$ cat config.mk
export PLATFORM = sky130hd
export DESIGN_NAME = sflash_seq
export DESIGN_NICKNAME = d
export VERILOG_FILES = /design/src/rtl/sfs_pkg.sv /design/src/rtl/sfs_regs.sv /design/src/rtl/sfs_bitclk.sv /design/src/rtl/sfs_engine.sv /design/src/rtl/sflash_seq.sv
export SDC_FILE = /design/constraint.sdc
export NUM_CORES = 1
export LEC_CHECK = 0
export ABC_AREA = 1
export BUFFER_PORTS_ARGS = -buffer_cell sky130_fd_sc_hd__buf_2
export CORE_UTILIZATION = 55
export DETAILED_ROUTE_END_ITERATION = 16
export MAX_ROUTING_LAYER = met4
export PLACE_DENSITY = 0.82
export SYNTH_ARGS = -nofsm -noshare
export SYNTH_HDL_FRONTEND = slang
export SYNTH_SLANG_ARGS = --single-unit
$ cat constraint.sdc
create_clock -name clk -period 3.9 [get_ports clk]
set_clock_uncertainty 0.15 [all_clocks]
set_input_delay 0.78 -clock clk [delete_from_list [all_inputs] [get_ports clk]]
set_output_delay 0.78 -clock clk [all_outputs]
set_load 0.02 [all_outputs]
$ cat src/rtl/sfs_pkg.sv
package sfs_pkg;

    localparam logic [2:0] RIDX_CMD  = 3'd0;
    localparam logic [2:0] RIDX_ADDR = 3'd1;
    localparam logic [2:0] RIDX_DATA = 3'd2;
    localparam logic [2:0] RIDX_STAT = 3'd3;
    localparam logic [2:0] RIDX_TIME = 3'd4;

    localparam int ST_PEND_BIT = 22;
    localparam int ST_ERR_BIT  = 29;
    localparam logic [31:0] TIME_MASK = 32'h0000_FF0F;

    typedef struct packed {
        logic [7:0] opc;
        logic       wr;
        logic [2:0] dlen;
        logic       keep;
        logic [3:0] dum;
        logic [1:0] alen;
        logic [2:0] csi;
    } sfs_cmd_t;

    typedef enum logic [1:0] {K_OP, K_ADR, K_DUM, K_DAT} sfs_kind_e;

    typedef struct packed {
        sfs_kind_e  kind;
        logic [7:0] val;
        logic [1:0] didx;
    } sfs_slot_t;

    typedef enum logic [1:0] {ST_IDLE, ST_SHIFT, ST_FIN} sfs_state_e;

    function automatic sfs_cmd_t cmd_decode(input logic [31:0] w);
        sfs_cmd_t c;
        c.opc  = w[7:0];
        c.wr   = w[8];
        c.dlen = (w[11:9] > 3'd4) ? 3'd4 : w[11:9];
        c.keep = w[15];
        c.dum  = w[19:16];
        c.alen = (w[22:20] > 3'd3) ? 2'd3 : w[21:20];
        c.csi  = w[26:24];
        return c;
    endfunction

    // Byte k of a command: which phase it belongs to and what goes on the wire
    function automatic sfs_slot_t slot_at(input logic [4:0] k, input logic op_en,
                                          input sfs_cmd_t c, input logic [23:0] a,
                                          input logic [31:0] d);
        sfs_slot_t s;
        int j;
        int na;
        int nd;
        s.kind = K_OP;
        s.val  = c.opc;
        s.didx = 2'd0;
        j  = int'(k);
        na = int'(c.alen);
        nd = int'(c.dum);
        if (!(op_en && j == 0)) begin
            if (op_en) j = j - 1;
            if (j < na) begin
                s.kind = K_ADR;
                s.val  = 8'(a >> (8 * (na - 1 - j)));
            end else if (j < na + nd) begin
                s.kind = K_DUM;
                s.val  = 8'h00;
            end else begin
                s.kind = K_DAT;
                s.didx = 2'(j - na - nd);
                s.val  = c.wr ? 8'(d >> (8 * (j - na - nd))) : 8'h00;
            end
        end
        return s;
    endfunction

endpackage

$ cat src/rtl/sfs_regs.sv
module sfs_regs
    import sfs_pkg::*;
#(
    parameter int          NCS      = 1,
    parameter logic [31:0] TIME_RST = 32'h0000_0204
) (
    input  logic        clk,
    input  logic        rst,
    input  logic        wr,
    input  logic [2:0]  idx,
    input  logic [31:0] wdata,
    input  logic        busy,
    input  logic        rx_we,
    input  logic [4:0]  rx_pos,
    input  logic        rx_bit,
    output logic [31:0] rdata,
    output logic        start,
    output sfs_cmd_t    cmd,
    output logic [23:0] addr_q,
    output logic [31:0] data_q,
    output logic [3:0]  per,
    output logic [3:0]  rise_pos,
    output logic [3:0]  fall_pos
);
    logic [31:0] cmd_q;
    logic [31:0] time_q;
    logic        err_q;
    logic        cmd_wr;
    logic        bad_cs;

    assign cmd    = cmd_decode(wdata);
    assign cmd_wr = wr && (idx == RIDX_CMD);
    assign bad_cs = int'(cmd.csi) >= NCS;
    assign start  = cmd_wr && !busy && !bad_cs;

    assign per      = time_q[3:0];
    assign rise_pos = time_q[11:8];
    assign fall_pos = time_q[15:12];

    always_ff @(posedge clk) begin
        if (rst) begin
            cmd_q  <= '0;
            addr_q <= '0;
            data_q <= '0;
            time_q <= TIME_RST & TIME_MASK;
            err_q  <= 1'b0;
        end else begin
            if (cmd_wr) begin
                if (busy || bad_cs) err_q <= 1'b1;
                else                cmd_q <= wdata;
            end else if (wr && idx == RIDX_STAT && wdata[ST_ERR_BIT]) begin
                err_q <= 1'b0;
            end
            if (wr && !busy && idx == RIDX_ADDR) addr_q <= wdata[23:0];
            if (wr && !busy && idx == RIDX_TIME) time_q <= wdata & TIME_MASK;
            if (rx_we)                            data_q[rx_pos] <= rx_bit;
            else if (wr && !busy && idx == RIDX_DATA) data_q <= wdata;
        end
    end

    always_comb begin
        rdata = '0;
        case (idx)
            RIDX_CMD:  rdata = cmd_q;
            RIDX_ADDR: rdata = {8'h00, addr_q};
            RIDX_DATA: rdata = data_q;
            RIDX_STAT: begin
                rdata[ST_PEND_BIT] = busy;
                rdata[ST_ERR_BIT]  = err_q;
            end
            RIDX_TIME: rdata = time_q;
            default:   rdata = '0;
        endcase
    end

    // a command written during a running one raises the error flag
    p_busy_reject_r9: assert property (@(posedge clk) disable iff (rst)
        (cmd_wr && busy) |=> err_q);
    // address register frozen while a command runs
    p_addr_frozen_r10: assert property (@(posedge clk) disable iff (rst)
        $past(busy) |-> $stable(addr_q));
    // data register only changed by capture while a command runs
    p_data_frozen_r10: assert property (@(posedge clk) disable iff (rst)
        ($past(busy) && !$past(rx_we)) |-> $stable(data_q));

endmodule

$ cat src/rtl/sfs_bitclk.sv
module sfs_bitclk (
    input  logic       clk,
    input  logic       rst,
    input  logic       en,
    input  logic [3:0] per,
    input  logic [3:0] rise_pos,
    input  logic [3:0] fall_pos,
    output logic       fall_ev,
    output logic       rise_ev,
    output logic       last
);
    logic [3:0] cnt;
    logic [3:0] eff;

    assign eff     = (per < 4'd2) ? 4'd2 : per;
    assign fall_ev = en && (cnt == fall_pos);
    assign rise_ev = en && (cnt == rise_pos) && (rise_pos != fall_pos);
    assign last    = en && (cnt == eff - 4'd1);

    always_ff @(posedge clk) begin
        if (rst || !en) cnt <= '0;
        else if (last)  cnt <= '0;
        else            cnt <= cnt + 4'd1;
    end

    // the bit-time counter never passes the programmed period
    p_cnt_bound_r5: assert property (@(posedge clk) disable iff (rst)
        en |-> (cnt < eff));

endmodule

$ cat src/rtl/sfs_engine.sv
module sfs_engine
    import sfs_pkg::*;
#(
    parameter int NCS = 1
) (
    input  logic           clk,
    input  logic           rst,
    input  logic           start,
    input  sfs_cmd_t       cmd_in,
    input  logic [23:0]    addr,
    input  logic [31:0]    data,
    input  logic           fall_ev,
    input  logic           rise_ev,
    input  logic           last,
    input  logic           miso,
    output logic           busy,
    output logic           shift_en,
    output logic [NCS-1:0] cs_n,
    output logic           sck,
    output logic           mosi,
    output logic           rx_we,
    output logic [4:0]     rx_pos,
    output logic           rx_bit
);
    sfs_state_e state;
    sfs_cmd_t   cur;
    logic       op_en;
    logic       held;
    logic [2:0] sel;
    logic [4:0] nb;
    logic [4:0] byte_i;
    logic [2:0] bit_i;
    logic [4:0] tot;
    sfs_slot_t  slot;

    assign tot  = 5'(!held) + 5'(cmd_in.alen) + 5'(cmd_in.dum) + 5'(cmd_in.dlen);
    assign slot = slot_at(byte_i, op_en, cur, addr, data);

    assign busy     = (state != ST_IDLE);
    assign shift_en = (state == ST_SHIFT);
    assign rx_we    = shift_en && rise_ev && (slot.kind == K_DAT) && !cur.wr;
    assign rx_pos   = {slot.didx, bit_i};
    assign rx_bit   = miso;

    for (genvar g = 0; g < NCS; g++) begin : g_cs
        assign cs_n[g] = !(held && (int'(sel) == g));
    end

    always_ff @(posedge clk) begin
        if (rst) begin
            state  <= ST_IDLE;
            cur    <= '0;
            op_en  <= 1'b0;
            held   <= 1'b0;
            sel    <= '0;
            nb     <= '0;
            byte_i <= '0;
            bit_i  <= 3'd7;
            sck    <= 1'b1;
            mosi   <= 1'b0;
        end else begin
            case (state)
                ST_IDLE: if (start) begin
                    cur    <= cmd_in;
                    op_en  <= !held;
                    nb     <= tot;
                    byte_i <= '0;
                    bit_i  <= 3'd7;
                    held   <= 1'b1;
                    if (!held) sel <= cmd_in.csi;
                    state  <= (tot == 5'd0) ? ST_FIN : ST_SHIFT;
                end
                ST_SHIFT: begin
                    if (fall_ev) begin
                        sck  <= 1'b0;
                        mosi <= slot.val[bit_i];
                    end
                    if (rise_ev) sck <= 1'b1;
                    if (last) begin
                        if (bit_i == 3'd0) begin
                            bit_i <= 3'd7;
                            if (byte_i == nb - 5'd1) begin
                                state <= ST_IDLE;
                                if (!cur.keep) held <= 1'b0;
                            end else begin
                                byte_i <= byte_i + 5'd1;
                            end
                        end else begin
                            bit_i <= bit_i - 3'd1;
                        end
                    end
                end
                ST_FIN: begin
                    state <= ST_IDLE;
                    if (!cur.keep) held <= 1'b0;
                end
                default: state <= ST_IDLE;
            endcase
        end
    end

    // never more than one chip-select line low
    p_cs_onehot_r11: assert property (@(posedge clk) disable iff (rst)
        $onehot0(~cs_n));
    // clock idles high between commands
    p_sck_idle_r4: assert property (@(posedge clk) disable iff (rst)
        !busy |-> sck);
    // data out moves only while the clock is low
    p_mosi_low_r4: assert property (@(posedge clk) disable iff (rst)
        !$stable(mosi) |-> !sck);
    // chip select does not move inside a running command
    p_cs_hold_r6: assert property (@(posedge clk) disable iff (rst)
        (busy && $past(busy)) |-> $stable(cs_n));
    // pending only rises from an accepted command word
    p_pend_rise_r8: assert property (@(posedge clk) disable iff (rst)
        $rose(busy) |-> $past(start));

endmodule

$ cat src/rtl/sflash_seq.sv
module sflash_seq
    import sfs_pkg::*;
#(
    parameter int          NCS      = 1,
    parameter logic [31:0] TIME_RST = 32'h0000_0204
) (
    input  logic           clk,
    input  logic           rst,
    input  logic           reg_wr,
    input  logic [2:0]     reg_idx,
    input  logic [31:0]    reg_wdata,
    output logic [31:0]    reg_rdata,
    output logic [NCS-1:0] cs_n,
    output logic           sck,
    output logic           mosi,
    input  logic           miso
);
    logic        busy;
    logic        shift_en;
    logic        start;
    sfs_cmd_t    cmd;
    logic [23:0] addr_q;
    logic [31:0] data_q;
    logic [3:0]  per;
    logic [3:0]  rise_pos;
    logic [3:0]  fall_pos;
    logic        fall_ev;
    logic        rise_ev;
    logic        last;
    logic        rx_we;
    logic [4:0]  rx_pos;
    logic        rx_bit;

    sfs_regs #(.NCS(NCS), .TIME_RST(TIME_RST)) u_regs (
        .clk(clk), .rst(rst), .wr(reg_wr), .idx(reg_idx), .wdata(reg_wdata),
        .busy(busy), .rx_we(rx_we), .rx_pos(rx_pos), .rx_bit(rx_bit),
        .rdata(reg_rdata), .start(start), .cmd(cmd), .addr_q(addr_q),
        .data_q(data_q), .per(per), .rise_pos(rise_pos), .fall_pos(fall_pos)
    );

    sfs_bitclk u_clk (
        .clk(clk), .rst(rst), .en(shift_en), .per(per), .rise_pos(rise_pos),
        .fall_pos(fall_pos), .fall_ev(fall_ev), .rise_ev(rise_ev), .last(last)
    );

    sfs_engine #(.NCS(NCS)) u_eng (
        .clk(clk), .rst(rst), .start(start), .cmd_in(cmd), .addr(addr_q),
        .data(data_q), .fall_ev(fall_ev), .rise_ev(rise_ev), .last(last),
        .miso(miso), .busy(busy), .shift_en(shift_en), .cs_n(cs_n), .sck(sck),
        .mosi(mosi), .rx_we(rx_we), .rx_pos(rx_pos), .rx_bit(rx_bit)
    );

endmodule

==> results.cfg <==
[route]
drtIter0Drc = 1100
via_per_inst = 6.04
vias = 9524
postRouteAntennaNets = 0
drt_pass1_iterations = 5
remaining_drc_errors = 0
wl_per_cell_um = 19.2
wirelength_um = 30200

[finish]
finalNonFillerCells = 1578
utilization_pct = 67.2
final_area_um2 = 10700
syn2layout_area_growth_pct = 19.6
layout.nets = 1452
drive_gt1_share_pct = 19.2
n_antenna_cell = 0

[global_routing]
grt_max_degree = 62
grt_pass1_vias = 8147
grtUsageTotal_pct = 35.8
grt-busiest-layer = met2
antenna_found_initial = 0
grt_pass1_wl_um = 43800
overflow = 0
grtUsageMet2_pct = 55.2
grt_use_met3_pct = 5.90
use_met1_pct = 46.4

[synth]
synth_top_cell_by_area = dfxtp_1
synthArstFlopShare_pct = 0
synth_warnings = 0
synthesis.area_um2 = 8930
ys_seq_area_share_pct = 32.1
synth_area_leaders = dfxtp_1, nand2_1, nand3_1
syn_inst = 1263
syn-num-nets = 1365
ys.flop_type = dfxtp_1
synth_top_area_share_pct = 32.1
ys_types = 48
synth-edff-count = 0
ys_seq_elements = 143
avgSynthCellArea_um2 = 7.07

[place]
gp_congestion = 0.986
io_buffers = 73
hpwl_um = 20500
placed_area_um2 = 9560
dp_cells = 1524

[setup_path]
rr_worst_depth = 26
cp.arrival_ns = 4.26
critPathMaxFanout = 8
end_kind = flop
worstSetupStartpointType = flop
cp.required_ns = 4.10
crit_type = reg -> reg

[outcome]
status = finished with violations
violations = setup timing

[cts]
cts_buffers = 17
clock-sinks = 143
clock_latency_ns = 0.43
cts_tree = built
clk_pin_slew_ns = 0.06
clockBufferDepth = 2
cts_max_level = 4
hold_buffers = 0
cts_root_buf = clkbuf_16

[sta]
post-route-period-util_pct = 104
tns_ns = -0.157
fmaxAchievable_ghz = 0.246
report.final.slew_viol_count = 0
hold_violations = 0
setup_viol = 1
setup_ws_ns = -0.157
fin_crit_ns = 4.06
holdWs_ns = 0.293
rsz0062_at_grt = yes
tightest_slew_ns = 0.969
slew_headroom_pct = 35.3

[floorplan]
core_area_um2 = 15900
start_util_pct = 56.2
die_area_um2 = 16800
row_count = 46
die_y_um = 129
io_pins = 74
die_w_um = 129

[power_and_ir_drop]
ir_drop_uv = 293
power.density_nw_per_um2 = 377
p_leak_nw = 4.18

[hold_path]
hold_depth = 2
hp-class = reg -> reg

[flow_run]
cap_violations = 0
-- placed cells by master, fill, tap and decap left out, types with 12 or more instances in the layout --
cell / n
nand3_2: 16
o2111ai_1: 14
buf_2: 73
a21oi_1: 89
nor2_1: 116
o21ai_0: 102
xor2_1: 12
ha_1: 39
nor3_1: 12
clkbuf_16: 17
xnor2_1: 16
inv_1: 119
nand3_1: 126
dfxtp_1: 139
fa_1: 15
nand2_1: 214
a31oi_1: 33
nor2_4: 12
nand2_2: 13
buf_4: 55
-- Yosys cell counts, types with 3 or more instances --
library cell and n:
clkbuf_1 44, a32o_1 4, o22ai_1 8, nand2_1 224, inv_1 126, or2_2 3, buf_4 9, a31oi_1 33
buf_2 8, nor2_4 8, a21oi_1 95, nand4_1 8, inv_2 3, xnor2_1 16, nand3b_1 5, o21ai_0 103
o21a_1 4, nor2_1 124, o221ai_1 7, fa_1 16, nor3_1 14, buf_1 3, nand2_2 5, nand3_1 140
o211ai_1 8, a211oi_1 5, ha_1 47, o2111ai_1 14, xor2_1 13, dfxtp_1 143
-- routing by layer --
layer	routed length, um	up-vias
met5	0	-
met4	1420	0
met3	2830	127
met2	13900	580
met1	12100	4390
li1	-	4427
-- critical path: stages, from the launching register on --
cell and delay [ns]:
dfxtp_4 0.36, inv_4 0.05, ha_1 0.31, nand2_2 0.10, o21ai_4 0.09, ha_1 0.28
nand2_1 0.06, nand2_1 0.09, a21oi_2 0.08, nor2_2 0.17, a21oi_4 0.09, fa_1 0.56
nand2_1 0.07, nor3_2 0.19, nand3_1 0.10, nor2_1 0.11, nand3_1 0.08, nor2_1 0.11
nand3_1 0.13, nor2_4 0.13, buf_12 0.14, nand3_1 0.08, nand2_1 0.10, nand3_1 0.08
nand3_2 0.08, nand3_2 0.07, a21oi_2 0.12
-- sequential cells by signal, indices dropped and copies added (netlist names) --
name,cells
u_regs.cmd_q,32
u_regs.data_q,32
u_regs.addr_q,24
u_eng.cur,16
u_regs.time_q,12
u_eng.byte_i,5
u_eng.nb,5
u_clk.cnt,4
u_eng.bit_i,3
u_eng.sel,3
u_eng.state,2
u_eng.held,1
u_eng.mosi,1
u_eng.op_en,1
u_eng.sck,1
u_regs.err_q,1
-- area by class of cell --
| type | count | area, um2 |
|---|---|---|
| multi-input combinational | 924 | 5630 |
| fill | 1373 | 5200 |
| sequential | 143 | 2880 |
| timing repair buffer | 132 | 832 |
| inverter | 132 | 509 |
| clock buffer | 17 | 425 |
| tap | 216 | 270 |
| clock inverter | 14 | 144 |
-- where the power goes --
part / switching [mW] / total, mW / internal [mW]
Combinational: 0.571 / 0.864 / 0.293
Sequential: 0.0548 / 1.57 / 1.52
Clock: 0.653 / 1.59 / 0.933
Total: 1.28 / 4.02 / 2.74
-- cell families after synthesis --
group,count (synthesis),synth area share [%]
flops,143,32.1
compound gates,287,18.4
fa+ha+maj,63,10.2
xor+xnor,29,2.84
buf+inv,196,8.77
simple gates,545,27.8
-- stage by stage --
step / power (mW) / setup WS [ns]
after global placement: 2.37 / -0.0400
after floorplan: 2.12 / 0.0219
after global routing: 4.17 / -0.368
after CTS: 3.97 / 0.0142
final: 4.02 / -0.157
after detailed placement: 2.38 / -0.143
-- path summary, 6_finish.rpt --
path / from / end / slack (ns)
setup / recovery: u_eng.byte_i[0] / u_eng.mosi / -0.16
hold / removal: u_regs.cmd_q[25] / u_regs.cmd_q[25] / 0.29
setup reg to reg: u_eng.byte_i[0] / u_eng.mosi / -0.16
hold reg to reg: u_regs.cmd_q[25] / u_regs.cmd_q[25] / 0.29
-- repair_timing --
action,4_1_cts,5_1_grt
pin swaps,16,42
endpoints found under the setup margin,1,1
buffers inserted,3,20
resized for setup,30,55
Note: power is estimated with default switching activity, not from simulation.
